$ cat config.mk
export PLATFORM = sky130hd
export DESIGN_NAME = ord_arb
export DESIGN_NICKNAME = d
export VERILOG_FILES = /design/src/rtl/ord_arb_pkg.sv /design/src/rtl/ord_age_filter.sv /design/src/rtl/ord_rr_pick.sv /design/src/rtl/ord_fair_sel.sv /design/src/rtl/ord_arb.sv
export SDC_FILE = /design/constraint.sdc
export NUM_CORES = 1
export LEC_CHECK = 0
export ABC_AREA = 1
export ABC_CLOCK_PERIOD_IN_PS = 3800
export BUFFER_PORTS_ARGS = -buffer_cell sky130_fd_sc_hd__buf_2
export CAP_MARGIN = 20
export CORE_MARGIN = 5
export CORE_UTILIZATION = 48
export CTS_BUF_LIST = sky130_fd_sc_hd__clkbuf_16
export CTS_CLUSTER_SIZE = 14
export DETAILED_ROUTE_END_ITERATION = 10
export HOLD_SLACK_MARGIN = 0.02
export PLACE_DENSITY = 0.81
export SLEW_MARGIN = 15
export SYNTH_ARGS = -nofsm -noshare
export SYNTH_HDL_FRONTEND = slang
export SYNTH_SLANG_ARGS = --single-unit
$ cat constraint.sdc
create_clock -name clk -period 3.8 [get_ports clk]
set_input_delay 0 -clock clk [delete_from_list [all_inputs] [get_ports clk]]
set_output_delay 0 -clock clk [all_outputs]
set_load 0.01 [all_outputs]
$ cat src/rtl/ord_arb_pkg.sv
package ord_arb_pkg;

   // class chosen by the fairness stage
   typedef enum logic [1:0] {
      CLS_NONE = 2'd0,
      CLS_PW   = 2'd1,
      CLS_DLY  = 2'd2
   } grant_cls_e;

endpackage

$ cat src/rtl/ord_age_filter.sv
// Marks each delayed slot that no older posted write is still blocking.
module ord_age_filter #(
   parameter int TAG_W = 6,
   parameter int N     = 4
) (
   input  logic               pw_vld,
   input  logic [TAG_W-1:0]   pw_tag,
   input  logic [N-1:0]       slot_vld,
   input  logic [N*TAG_W-1:0] slot_tag,
   output logic [N-1:0]       slot_elig
);

   generate
      if (TAG_W < 3) begin : g_bad_tag
         $error("ord_age_filter: TAG_W must be at least 3");
      end
      if (N < 1) begin : g_bad_n
         $error("ord_age_filter: N must be at least 1");
      end
   endgenerate

   genvar gi;
   generate
      for (gi = 0; gi < N; gi++) begin : g_slot
         logic [TAG_W-1:0] diff;
         logic             pw_is_older;
         // wrap-aware age: posted head is older when the difference is negative
         assign diff        = pw_tag - slot_tag[gi*TAG_W +: TAG_W];
         assign pw_is_older = diff[TAG_W-1];
         assign slot_elig[gi] = slot_vld[gi] & (~pw_vld | ~pw_is_older);
      end
   endgenerate

endmodule

$ cat src/rtl/ord_rr_pick.sv
// Round-robin pick among eligible delayed slots; pointer moves on a taken grant.
module ord_rr_pick #(
   parameter int N = 8
) (
   input  logic         clk,
   input  logic         rst_n,
   input  logic [N-1:0] req,
   input  logic         adv,
   output logic [N-1:0] pick,
   output logic         any
);

   localparam int IW = (N > 1) ? $clog2(N) : 1;
   localparam logic [IW-1:0] LAST = IW'(N - 1);

   generate
      if (N < 2) begin : g_bad_n
         $error("ord_rr_pick: N must be at least 2");
      end
   endgenerate

   logic [IW-1:0] ptr_q;
   logic [IW-1:0] sel;
   logic          found;

   always_comb begin
      sel   = '0;
      found = 1'b0;
      for (int k = 0; k < N; k++) begin
         int j;
         j = int'(ptr_q) + k;
         if (j >= N) j = j - N;
         if (!found && req[j]) begin
            found = 1'b1;
            sel   = IW'(j);
         end
      end
   end

   always_comb begin
      pick = '0;
      if (found) pick[sel] = 1'b1;
   end

   assign any = found;

   always_ff @(posedge clk or negedge rst_n) begin
      if (!rst_n) begin
         ptr_q <= '0;
      end else if (adv && found) begin
         ptr_q <= (sel == LAST) ? '0 : sel + 1'b1;
      end
   end

endmodule

$ cat src/rtl/ord_fair_sel.sv
// Chooses posted vs delayed class; on a tie, alternates with the last grant.
module ord_fair_sel
   import ord_arb_pkg::*;
(
   input  logic       clk,
   input  logic       rst_n,
   input  logic       pw_ready,
   input  logic       dly_ready,
   input  logic       fire,
   output grant_cls_e cls
);

   logic last_pw_q;

   always_comb begin
      if (pw_ready && dly_ready) cls = last_pw_q ? CLS_DLY : CLS_PW;
      else if (pw_ready)         cls = CLS_PW;
      else if (dly_ready)        cls = CLS_DLY;
      else                       cls = CLS_NONE;
   end

   always_ff @(posedge clk or negedge rst_n) begin
      if (!rst_n) begin
         last_pw_q <= 1'b0;
      end else if (fire && cls != CLS_NONE) begin
         last_pw_q <= (cls == CLS_PW);
      end
   end

endmodule

$ cat src/rtl/ord_arb.sv
module ord_arb
   import ord_arb_pkg::*;
#(
   parameter int TAG_W = 6,
   parameter int NDR   = 4,
   parameter int NDC   = 4
) (
   input  logic                 clk,
   input  logic                 rst_n,
   input  logic                 launch_rdy,
   input  logic                 pw_vld,
   input  logic [TAG_W-1:0]     pw_tag,
   input  logic [NDR-1:0]       dr_vld,
   input  logic [NDR*TAG_W-1:0] dr_tag,
   input  logic [NDC-1:0]       dc_vld,
   input  logic [NDC*TAG_W-1:0] dc_tag,
   output logic                 gnt_pw,
   output logic [NDR-1:0]       gnt_dr,
   output logic [NDC-1:0]       gnt_dc
);

   localparam int ND = NDR + NDC;

   generate
      if (NDR < 1 || NDC < 1) begin : g_bad_slots
         $error("ord_arb: NDR and NDC must be at least 1");
      end
      if (TAG_W < 3) begin : g_bad_tag
         $error("ord_arb: TAG_W must be at least 3");
      end
   endgenerate

   logic [ND-1:0]       d_vld;
   logic [ND*TAG_W-1:0] d_tag;
   logic [ND-1:0]       d_elig;
   logic [ND-1:0]       d_pick;
   logic                d_any;
   grant_cls_e          cls;
   logic                take_dly;

   // requests occupy the low indices, completions follow
   assign d_vld = {dc_vld, dr_vld};
   assign d_tag = {dc_tag, dr_tag};

   ord_age_filter #(.TAG_W(TAG_W), .N(ND)) age_i (
      .pw_vld    (pw_vld),
      .pw_tag    (pw_tag),
      .slot_vld  (d_vld),
      .slot_tag  (d_tag),
      .slot_elig (d_elig)
   );

   ord_fair_sel fair_i (
      .clk       (clk),
      .rst_n     (rst_n),
      .pw_ready  (pw_vld),
      .dly_ready (d_any),
      .fire      (launch_rdy),
      .cls       (cls)
   );

   assign take_dly = launch_rdy && (cls == CLS_DLY);

   ord_rr_pick #(.N(ND)) rr_i (
      .clk   (clk),
      .rst_n (rst_n),
      .req   (d_elig),
      .adv   (take_dly),
      .pick  (d_pick),
      .any   (d_any)
   );

   assign gnt_pw = launch_rdy && (cls == CLS_PW);
   assign gnt_dr = take_dly ? d_pick[NDR-1:0]  : '0;
   assign gnt_dc = take_dly ? d_pick[ND-1:NDR] : '0;

endmodule

==> results of run 1 <==
[metrics by stage]
stage | instances | area (sq um)
after detailed placement | 531 | 2709
after global routing | 535 | 2794
after global placement | 531 | 2709
after CTS | 535 | 2794
after floorplan | 407 | 2297
final | 535 | 2794
[area by class of cell]
type                            instances  area, sq um  area share
Multi-Input combinational cell        311         1837      0.6574
Timing Repair Buffer                   76        387.9      0.1388
Inverter                               87        326.6      0.1169
Sequential cell                         4        100.1     0.03583
Clock buffer                            3        75.07     0.02687
Tap cell                               54        67.56     0.02418
[cell families (layout without fill, tap and decap cells)]
| family | count (synthesis) | count (layout) | share of synthesized area |
|---|---|---|---|
| AND/OR/NAND/NOR | 252 | 252 | 0.5419 |
| buffers and inverters | 92 | 166 | 0.1569 |
| adder cells (fa/ha/maj) | 36 | 36 | 0.1961 |
| AO/OA/AOI/OAI | 20 | 20 | 0.05011 |
| flip-flops | 4 | 4 | 0.04357 |
| XOR/XNOR | 3 | 3 | 0.01144 |
[final timing paths]
kind	slack [ns]	startpoint	end	cells after the start
worst max-delay path	0.40	rr_i.ptr_q[1]	rr_i.ptr_q[2]	16
worst min-delay path	0.08	launch_rdy	fair_i.last_pw_q	3
worst max register to register	0.40	rr_i.ptr_q[1]	rr_i.ptr_q[2]	16
worst min register to register	0.52	fair_i.last_pw_q	fair_i.last_pw_q	1
max in group asynchronous	3.54	rst_n	rr_i.ptr_q[0]	2
min in group asynchronous	0.12	rst_n	rr_i.ptr_q[1]	2
[per-layer routing]
| metal | GRT usage | up-vias | wire length (microns) |
|---|---|---|---|
| met1 | 0.2490 | 1213 | 2755 |
| met4 | 0.03608 | 0 | 37 |
| li1 | - | 1436 | - |
| met3 | 0.02268 | 4 | 321 |
| met2 | 0.4158 | 65 | 3243 |
| met5 | 0 | - | 0 |
[repair_timing]
| item | CTS | global route |
|---|---|---|
| hold buffers | 1 | 0 |
| hold endpoints to repair | 4 | 0 |
| gates resized for setup | 0 | 0 |
[power breakdown]
group | internal [uW] | switching (uW) | leakage (uW)
registers | 62.4 | 34.8 | 0.0000496
clock network | 135 | 31.8 | 0.0000370
logic | 603 | 1210 | 0.00170
[placed cells by master, fill, tap and decap left out, drive strengths merged]
cell type	synthesis	routed
ha	36	36
clkbuf	0	3
o21ai	9	9
xor2	2	2
nand3b	2	2
dfrtp	4	4
o2bb2ai	1	1
nand3	67	67
inv	84	84
nand4	12	12
buf	5	75
dlygate4sd3	0	1
nand2	136	136
xnor2	1	1
a21oi	10	10
clkinv	3	3
nor2	35	35
[sequential cells by signal, indices dropped and copies added, names as in the netlist]
signal	cells
fair_i.last_pw_q	1
rr_i.ptr_q	3
[worst max-delay path, delay by kind of cell, from the launching register on]
kind / cells / cell delay (ns)
fa+ha+maj: 3 / 0.93
simple gates: 10 / 1.17
compound gates: 1 / 0.08
flops: 1 / 0.50
buf+inv: 2 / 0.58
==> impl_summary.log, run 1 <==
[metrics] status: completed
[metrics] relative slew slack: 0.7462
[metrics] Die Footprint: 6269 sq um
[metrics] number of port buffers: 74
[metrics] share of final-layout standard cells stronger than drive strength 1: 0.2536
[metrics] remaining antenna violation count: 0
[metrics] number of antenna violations at the first check in global routing: 0
[metrics] RSZ-0062 raised after global routing: no
[metrics] cell at the root of the clock tree: clkbuf_16
[metrics] Mapped Nets: 509
[metrics] via count of the first global-routing pass: 2,703
[metrics] largest stage delay on the critical path: 0.50 ns
[metrics] detailed-route wire length per cell: 11.88 microns
[metrics] minimum hold slack: 0.08489 ns
[metrics] static leakage: 0.001783 uW
[metrics] share of synthesized flip-flops with an asynchronous set or reset: 1.000
[metrics] Remaining DRCs: 0
[metrics] number of synthesized register bits: 4
[metrics] number of buffers on the longest clock path: 2
[metrics] Avg Inst Size Synth: 5.644 sq um
[metrics] standard cell with the maximum stage delay on the critical path: dfrtp_1
[metrics] share of synthesized area occupied by flip-flops and latches: 0.04357
[metrics] starting density of the core: 0.4896
[metrics] final total negative setup slack: 0 ns
[metrics] maximum net fanout on the critical path: 9
[metrics] largest voltage drop on the vdd net: 707.6 uV
[metrics] x dimension of the die: 79.18 microns
[metrics] maximum number of pins on one net before global-route repair: 12
[metrics] DP Wirelength: 5478 microns
[metrics] post-synthesis instance area: 2297 sq um
[metrics] areal power density over the cells: 741.7 nW/um^2
[metrics] top cells by area, synth: nand2_1 21%, ha_1 20%, inv_1 12%
[metrics] CTS H-tree lvls: 1
[metrics] DP Worst Slack: 0.4329 ns
[metrics] gp weighted congestion: 0.9066
[metrics] time the final worst path needs with I/O delays and setup: 3.403 ns
[metrics] fraction of post-synthesis cell area in the top cell type by area: 0.2108
[metrics] type of the worst min-delay path: primary input to register
[metrics] Synth Flop Type: dfrtp_1
[metrics] post-route total power: 2072 uW
[metrics] first-pass GRT wire length: 11,190 microns
[metrics] total gr overflow: 0
[metrics] Finished Core Util: 0.5955
[metrics] top cells by count, synth: 129 x nand2_1, 76 x inv_1, 55 x nand3_1
[metrics] Reg clk slew, reported paths: 0.03 ns
[metrics] element type at the critical path end: register
[metrics] pins over their slew limit: 0
[metrics] Std-Cell Core Area: 4692 sq um
[metrics] number of violations of the max-capacitance limit: 0
[metrics] Post-Route WL: 6358 microns
[metrics] worst path cell trace: clkinv_1 -> ha_1 -> inv_1 -> nand3_1 -> nand3_2 -> nand2_4 -> nor2_4 -> nand4_4 -> nor2_8 -> nand3_4 -> nor2_4 -> nor2_4 -> ha_1 -> ha_1 -> nand2_1 -> o21ai_0
[metrics] final critical-path setup slack: 0.3965 ns
[metrics] First DRT Iteration DRCs: 142
[metrics] count of distinct cell types in the synthesized netlist: 30
[metrics] Post-layout nets: 585
[metrics] Syn Inst Count: 407
[metrics] Num Clock Sinks: 4
[metrics] total CTS buffers: 3
[metrics] Worst Max-Slew Pin Slew: 0.3781 ns
[metrics] period utilisation layout: 0.8956
[metrics] WS Path Type: register to register
[metrics] post-route clock skew: 0.003258 ns
[metrics] clock latency on the worst-skew pair: 0.23 ns
[metrics] most used standard cell by instance count after synthesis: nand2_1
[metrics] y dimension of the die: 79.18 microns
[metrics] Pre-antenna DRT Iters: 4
[metrics] clock tree from TritonCTS: built
[metrics] row count: 25
[metrics] highest attainable clock frequency: 293.8 MHz
[metrics] average vias per placed instance: 5.080
[metrics] Tot GR Track Use: 0.2129
[metrics] final count of negative-setup-slack endpoints: 0
[metrics] Ports: 75
[metrics] number of enable flip-flop cells after synthesis: 0
[metrics] number of post-CTS setup repair buffers: 0
[metrics] Ys Warns: 0
[metrics] kind of launch point of the worst setup path: register
[metrics] area leader, netlist: nand2_1
[metrics] required time of the worst setup path: 3.90 ns
[metrics] number of hold violations in the final report: 0
[metrics] Filler cells: 471
[metrics] CP arrival: 3.50 ns
[metrics] vias: 2,718
[metrics] Area Overhead vs Synth: 21.62%
[metrics] Inserted Diodes: 0
No activity file was read; power rests on OpenSTA's default activity.
==> run 2: changes to the inputs <==
--- a/config.mk
+++ b/config.mk
@@ -9,6 +9,7 @@
 export ABC_CLOCK_PERIOD_IN_PS = 3800
 export BUFFER_PORTS_ARGS = -buffer_cell sky130_fd_sc_hd__buf_2
 export CAP_MARGIN = 20
+export CORE_ASPECT_RATIO = 1.2
 export CORE_MARGIN = 5
 export CORE_UTILIZATION = 48
 export CTS_BUF_LIST = sky130_fd_sc_hd__clkbuf_16
==> impl_summary.log, run 2 (same netlist as run 1, synthesis figures left out) <==
[metrics] status: completed (unchanged)
[metrics] number of hold violations in the final report: 0 (unchanged)
[metrics] first-pass GRT wire length: 10,950 microns (was 11,190 microns)
[metrics] number of violations of the max-capacitance limit: 0 (unchanged)
[metrics] gp weighted congestion: 0.8931 (was 0.9066)
[metrics] Reg2Reg Setup Slack: 0.41 ns (was 0.40 ns)
[metrics] most frequent standard cell in the layout excluding fill and tap cells: nand2_1 (unchanged)
[metrics] CTS H-tree lvls: 1 (unchanged)
[metrics] type of the worst min-delay path: primary input to register (unchanged)
[metrics] time the final worst path needs with I/O delays and setup: 3.386 ns (was 3.403 ns)
[metrics] y dimension of the die: 85.78 microns (was 79.18 microns)
[metrics] cell at the root of the clock tree: clkbuf_16 (unchanged)
[metrics] number of buffers on the longest clock path: 2 (unchanged)
[metrics] number of port buffers: 74 (unchanged)
[metrics] max reg flops: 3 (unchanged)
[metrics] largest voltage drop on the vdd net: 350.9 uV (was 707.6 uV)
[metrics] Reg2Reg Depth: 16 (unchanged)
[metrics] RSZ-0062 raised after global routing: no (unchanged)
[metrics] starting density of the core: 0.4964 (was 0.4896)
[metrics] WS Path Type: register to register (unchanged)
[metrics] required time of the worst setup path: 3.90 ns (about the same)
[metrics] post-route clock skew: 0.0001861 ns (was 0.003258 ns)
[metrics] final count of negative-setup-slack endpoints: 0 (unchanged)
[metrics] number of antenna violations at the first check in global routing: 0 (unchanged)
[metrics] Post-layout nets: 585 (unchanged)
[metrics] DP Wirelength: 5406 microns (was 5478 microns)
[metrics] detailed-route wire length per cell: 11.65 microns (was 11.88 microns)
[metrics] startpoint of the tightest hold check path: launch_rdy (unchanged)
[metrics] commonest non-fill, non-tap cells in the layout: 129 x nand2_1, 76 x inv_1, 74 x buf_2 (unchanged)
[metrics] hold-critical path endpoint: fair_i.last_pw_q (unchanged)
[metrics] register with the most flip-flops: rr_i.ptr_q (unchanged)
[metrics] kind of launch point of the worst setup path: register (unchanged)
[metrics] First DRT Iteration DRCs: 108 (was 142)
[metrics] Std-Cell Core Area: 4628 sq um (was 4692 sq um)
[metrics] CP arrival: 3.49 ns (was 3.50 ns)
[metrics] via count of the first global-routing pass: 2,631 (was 2,703)
[metrics] share of final-layout standard cells stronger than drive strength 1: 0.2536 (unchanged)
[metrics] total gr overflow: 0 (unchanged)
[metrics] Inserted Diodes: 0 (unchanged)
[metrics] Post-Route WL: 6281 microns (was 6358 microns)
[metrics] vias: 2,732 (was 2,718)
[metrics] Worst Max-Slew Pin Slew: 0.4074 ns (was 0.3781 ns)
[metrics] Area Overhead vs Synth: 21.84% (was 21.62%)
[metrics] Ports: 75 (unchanged)
[metrics] Crit Reg-Reg Endpoint: rr_i.ptr_q[2] (unchanged)
[metrics] total CTS buffers: 3 (unchanged)
[metrics] clock tree from TritonCTS: built (unchanged)
[metrics] cell depth of the worst min-delay path: 3 (unchanged)
[metrics] clock latency on the worst-skew pair: 0.23 ns (about the same)
[metrics] Reg clk slew, reported paths: 0.03 ns (about the same)
[metrics] areal power density over the cells: 745.6 nW/um^2 (was 741.7 nW/um^2)
[metrics] Num Clock Sinks: 4 (unchanged)
[metrics] element type at the critical path end: register (unchanged)
[metrics] maximum net fanout on the critical path: 9 (unchanged)
[metrics] remaining antenna violation count: 0 (unchanged)
[metrics] minimum hold slack: 0.08125 ns (was 0.08489 ns)
[metrics] final total negative setup slack: 0 ns (unchanged)
[metrics] period utilisation layout: 0.8911 (was 0.8956)
[metrics] maximum number of pins on one net before global-route repair: 12 (unchanged)
[metrics] pins over their slew limit: 0 (unchanged)
[metrics] static leakage: 0.001783 uW (unchanged)
[metrics] relative slew slack: 0.7266 (was 0.7462)
[metrics] Pre-antenna DRT Iters: 4 (unchanged)
[metrics] x dimension of the die: 73.15 microns (was 79.18 microns)
[metrics] Filler cells: 460 (was 471)
[metrics] row count: 27 (was 25)
[metrics] Die Footprint: 6275 sq um (was 6269 sq um)
[metrics] largest registers: rr_i.ptr_q x3, fair_i.last_pw_q x1 (unchanged)
[metrics] average vias per placed instance: 5.069 (was 5.080)
[metrics] startpoint of the worst register-to-register path: rr_i.ptr_q[1] (unchanged)
[metrics] highest attainable clock frequency: 295.3 MHz (was 293.8 MHz)
[metrics] Tot GR Track Use: 0.2089 (was 0.2129)
[metrics] Remaining DRCs: 0 (unchanged)
-- run 2: critical path, stage by stage (launching register included) --
cell      delay, ns
dfrtp_1        0.52
clkinv_1       0.32
ha_1           0.46
inv_1          0.25
nand3_1        0.18
nand3_2        0.14
nand2_4        0.07
nor2_4         0.12
nand4_4        0.13
nor2_8         0.16
nand3_4        0.10
nor2_4         0.14
nor2_4         0.06
ha_1           0.20
ha_1           0.26
nand2_1        0.06
o21ai_0        0.07
-- run 2: repair_timing --
action / in CTS / in global routing
hold endpoints to repair: 4 / 0
setup buffers: 0 / 0
hold buffers: 1 / 0
gates resized for setup: 0 / 0
setup endpoints to repair: 0 / 0
-- run 2: power breakdown --
part / internal (uW) / switching (uW)
Combinational: 607 / 1210
Sequential: 62.4 / 36.8
Clock: 135 / 31.5
Total: 804 / 1280
-- run 2: final cells by class --
type	count	area, sq um	area share
Clock buffer	3	75.07	0.02682
Inverter	87	326.6	0.1167
Multi-Input combinational cell	311	1837	0.6562
Sequential cell	4	100.1	0.03576
Tap cell	58	72.57	0.02593
Timing Repair Buffer	76	387.9	0.1386
-- run 2: how the worst max path moves through the flow --
stage / to / from / cells past startpoint / slack (ns)
2_1_floorplan: rr_i.ptr_q[2] / rr_i.ptr_q[1] / 17 / 0.88
3_3_place_gp: rr_i.ptr_q[2] / rr_i.ptr_q[1] / 16 / 0.55
3_5_place_dp: rr_i.ptr_q[2] / rr_i.ptr_q[1] / 16 / 0.49
4_1_cts: rr_i.ptr_q[2] / rr_i.ptr_q[1] / 16 / 0.45
5_1_grt: rr_i.ptr_q[2] / rr_i.ptr_q[1] / 18 / 0.08
6_report: rr_i.ptr_q[2] / rr_i.ptr_q[1] / 16 / 0.41
-- run 2: through the flow --
stage | total power [uW] | worst slack (ns) | instance area, sq um | cells | util
after detailed placement | 1883 | 0.4866 | 2714 | 535 | 0.5864
after global routing | 2351 | 0.07697 | 2799 | 539 | 0.6048
after floorplan | 1520 | 0.8822 | 2297 | 407 | -
after CTS | 2086 | 0.4543 | 2799 | 539 | 0.6048
after global placement | 1859 | 0.5537 | 2714 | 535 | 0.5864
final | 2087 | 0.4139 | 2799 | 539 | 0.6048
-- run 2: metal layers --
layer | GRT usage | share of wire | vias to the layer above
li1 | - | - | 1435
met1 | 0.2444 | 0.41 | 1184
met2 | 0.3865 | 0.51 | 100
met3 | 0.01993 | 0.059 | 13
met4 | 0.06879 | 0.026 | 0
met5 | 0 | 0 | -
==> run 3: changes to the inputs <==
--- a/config.mk
+++ b/config.mk
@@ -13,10 +13,12 @@
 export CORE_MARGIN = 5
 export CORE_UTILIZATION = 48
 export CTS_BUF_LIST = sky130_fd_sc_hd__clkbuf_16
+export CTS_CLUSTER_DIAMETER = 40
 export CTS_CLUSTER_SIZE = 14
 export DETAILED_ROUTE_END_ITERATION = 10
 export HOLD_SLACK_MARGIN = 0.02
-export PLACE_DENSITY = 0.81
+export PLACE_DENSITY = 0.76
+export SETUP_SLACK_MARGIN = 0.15
 export SLEW_MARGIN = 15
 export SYNTH_ARGS = -nofsm -noshare
 export SYNTH_HDL_FRONTEND = slang
==> impl_summary.log, run 3 (same netlist as run 1, synthesis figures left out) <==
[metrics] status: completed (unchanged)
[metrics] largest registers: rr_i.ptr_q x3, fair_i.last_pw_q x1 (unchanged)
[metrics] Finished Core Util: 0.6042 (was 0.6048)
[metrics] kind of launch point of the worst setup path: register (unchanged)
[metrics] pins over their slew limit: 0 (unchanged)
[metrics] total gr overflow: 0 (unchanged)
[metrics] Remaining DRCs: 0 (unchanged)
[metrics] register with the most flip-flops: rr_i.ptr_q (unchanged)
[metrics] required time of the worst setup path: 3.90 ns (about the same)
[metrics] CP arrival: 3.45 ns (was 3.49 ns)
[metrics] total CTS buffers: 3 (unchanged)
[metrics] Cell Count Post-Placement: 534 (was 535)
[metrics] number of hold violations in the final report: 0 (unchanged)
[metrics] areal power density over the cells: 745.5 nW/um^2 (was 745.6 nW/um^2)
[metrics] RSZ-0062 raised after global routing: no (unchanged)
[metrics] vias: 2,660 (was 2,732)
[metrics] via count of the first global-routing pass: 2,541 (was 2,631)
[metrics] Inserted Diodes: 0 (unchanged)
[metrics] most frequent standard cell in the layout excluding fill and tap cells: nand2_1 (unchanged)
[metrics] minimum hold slack: 0.07561 ns (was 0.08125 ns)
[metrics] proportion of total power due to net switching: 0.6148 (was 0.6147)
[metrics] First DRT Iteration DRCs: 127 (was 108)
[metrics] max reg flops: 3 (unchanged)
[metrics] clock network fraction of design power: 0.079 (was 0.080)
[metrics] Pre-antenna DRT Iters: 4 (unchanged)
[metrics] DP Wirelength: 5474 microns (was 5406 microns)
[metrics] Std-Cell Core Area: 4628 sq um (unchanged)
[metrics] final total negative setup slack: 0 ns (unchanged)
[metrics] met3 demand-to-capacity share in global routing: 0.02814 (was 0.01993)
[metrics] highest attainable clock frequency: 298.5 MHz (was 295.3 MHz)
[metrics] GR Layer Usage met2: 0.3930 (was 0.3865)
[metrics] y dimension of the die: 85.78 microns (unchanged)
[metrics] Post-layout nets: 584 (was 585)
[metrics] Ports: 75 (unchanged)
[metrics] final critical-path setup slack: 0.4504 ns (was 0.4139 ns)
[metrics] Area Overhead vs Synth: 21.73% (was 21.84%)
[metrics] post-route clock skew: 0.001500 ns (was 0.0001861 ns)
[metrics] Cell Count, Final, Fillers Out: 538 (was 539)
[metrics] startpoint of the tightest hold check path: launch_rdy (unchanged)
[metrics] detailed-route wire length per cell: 11.66 microns (was 11.65 microns)
[metrics] combinational power share: 0.864 (was 0.873)
[metrics] number of antenna violations at the first check in global routing: 0 (unchanged)
[metrics] cell at the root of the clock tree: clkbuf_16 (unchanged)
[metrics] row count: 27 (unchanged)
[metrics] Internal Power: 803.0 uW (was 804.1 uW)
[metrics] proportion of power drawn by flip-flops and latches: 0.057 (was 0.047)
[metrics] first-pass GRT wire length: 10,850 microns (was 10,950 microns)
[metrics] share of final-layout standard cells stronger than drive strength 1: 0.2563 (was 0.2536)
[metrics] clock tree from TritonCTS: built (unchanged)
[metrics] CTS H-tree lvls: 1 (unchanged)
[metrics] remaining antenna violation count: 0 (unchanged)
[metrics] static leakage: 0.001776 uW (was 0.001783 uW)
[metrics] period utilisation layout: 0.8815 (was 0.8911)
[metrics] clock latency on the worst-skew pair: 0.23 ns (about the same)
[metrics] relative slew slack: 0.7143 (was 0.7266)
[metrics] maximum net fanout on the critical path: 12 (was 9)
[metrics] number of buffers on the longest clock path: 2 (unchanged)
[metrics] Worst Max-Slew Pin Slew: 0.4286 ns (was 0.4074 ns)
[metrics] Post-Route WL: 6271 microns (was 6281 microns)
[metrics] x dimension of the die: 73.15 microns (unchanged)
[metrics] starting density of the core: 0.4964 (unchanged)
[metrics] commonest non-fill, non-tap cells in the layout: 129 x nand2_1, 76 x inv_1, 74 x buf_2 (unchanged)
[metrics] switching power of the nets: 1282 uW (was 1283 uW)
[metrics] most congested layer reported by global routing: met2 (unchanged)
[metrics] gp weighted congestion: 0.8857 (was 0.8931)
[metrics] element type at the critical path end: register (unchanged)
[metrics] Num Clock Sinks: 4 (unchanged)
[metrics] startpoint of the worst register-to-register path: rr_i.ptr_q[0] (was rr_i.ptr_q[1])
[metrics] maximum number of pins on one net before global-route repair: 13 (was 12)
[metrics] number of violations of the max-capacitance limit: 0 (unchanged)
[metrics] time the final worst path needs with I/O delays and setup: 3.350 ns (was 3.386 ns)
[metrics] Die Footprint: 6275 sq um (unchanged)
[metrics] startpoint of the worst setup timing path: rr_i.ptr_q[0] (was rr_i.ptr_q[1])
[metrics] average vias per placed instance: 4.944 (was 5.069)
[metrics] WS Path Type: register to register (unchanged)
[metrics] met1 Use GR: 0.2437 (was 0.2444)
[metrics] Reg clk slew, reported paths: 0.03 ns (about the same)
[metrics] number of port buffers: 74 (unchanged)
[metrics] Filler cells: 484 (was 460)
[metrics] Tot GR Track Use: 0.2124 (was 0.2089)
[metrics] type of the worst min-delay path: primary input to register (unchanged)
[metrics] DP Worst Slack: 0.4465 ns (was 0.4866 ns)
[metrics] final count of negative-setup-slack endpoints: 0 (unchanged)
[metrics] largest voltage drop on the vdd net: 325.7 uV (was 350.9 uV)
## run 3: changes by cell type in the layout (fill, tap and decap cells not counted), sizes merged
cell      before  now
buf           75   74
clkinv         3    2
clkinvlp       0    1
## run 3: power groups by stage
| stage | combinational (uW) | sequential, uW | clock (uW) |
|---|---|---|---|
| after detailed placement | 1790 | 115 | 0 |
| after CTS | 1810 | 114 | 166 |
| after global placement | 1750 | 113 | 0 |
| final | 1800 | 118 | 166 |
| after floorplan | 1450 | 70.4 | 0 |
| after global routing | 2050 | 124 | 171 |
## run 3: layout make-up
class | count | area (sq um) | area share
inverters | 87 | 330.3 | 0.1181
well taps | 58 | 72.57 | 0.02595
flip-flops and latches | 4 | 101.3 | 0.03624
multi-input cells | 311 | 1837 | 0.6568
clock buffers | 3 | 75.07 | 0.02685
repair buffers | 75 | 380.4 | 0.1360
## run 3: layer usage
layer,wire (microns),share of wire
met3,309,0.049
met2,3316,0.53
met4,88,0.014
met5,0,0
met1,2557,0.41
## run 3: worst max-delay path, cell delays in order (launching register included)
cell and delay [ns]:
dfrtp_1 0.59, inv_2 0.20, ha_1 0.43, inv_1 0.24
nand3_1 0.18, nand3_2 0.14, nand2_4 0.07, nor2_4 0.13
nand4_4 0.13, nor2_8 0.16, nand3_4 0.10, nor2_4 0.14
nor2_4 0.06, ha_1 0.19, ha_1 0.28, nand2_1 0.09
o21ai_0 0.08
## run 3: per-stage QoR
stage	total power, uW	area (sq um)
after floorplan	1520	2297
after CTS	2092	2791
after global placement	1865	2706
final	2085	2796
after global routing	2346	2796
after detailed placement	1904	2706
## run 3: timing repair
item	4_1_cts	5_1_grt
hold endpoints to repair	4	0
buffers inserted	0	0
resized for setup	0	2
setup endpoints to repair	0	1
hold buffers	1	0
## run 3: final timing paths
path | endpoint | slack [ns] | cells after the start
worst max-delay path | rr_i.ptr_q[2] | 0.45 | 16
worst min-delay path | fair_i.last_pw_q | 0.08 | 3
worst max register to register | rr_i.ptr_q[2] | 0.45 | 16
worst min register to register | fair_i.last_pw_q | 0.52 | 1
max in group asynchronous | rr_i.ptr_q[1] | 3.55 | 2
min in group asynchronous | fair_i.last_pw_q | 0.12 | 2
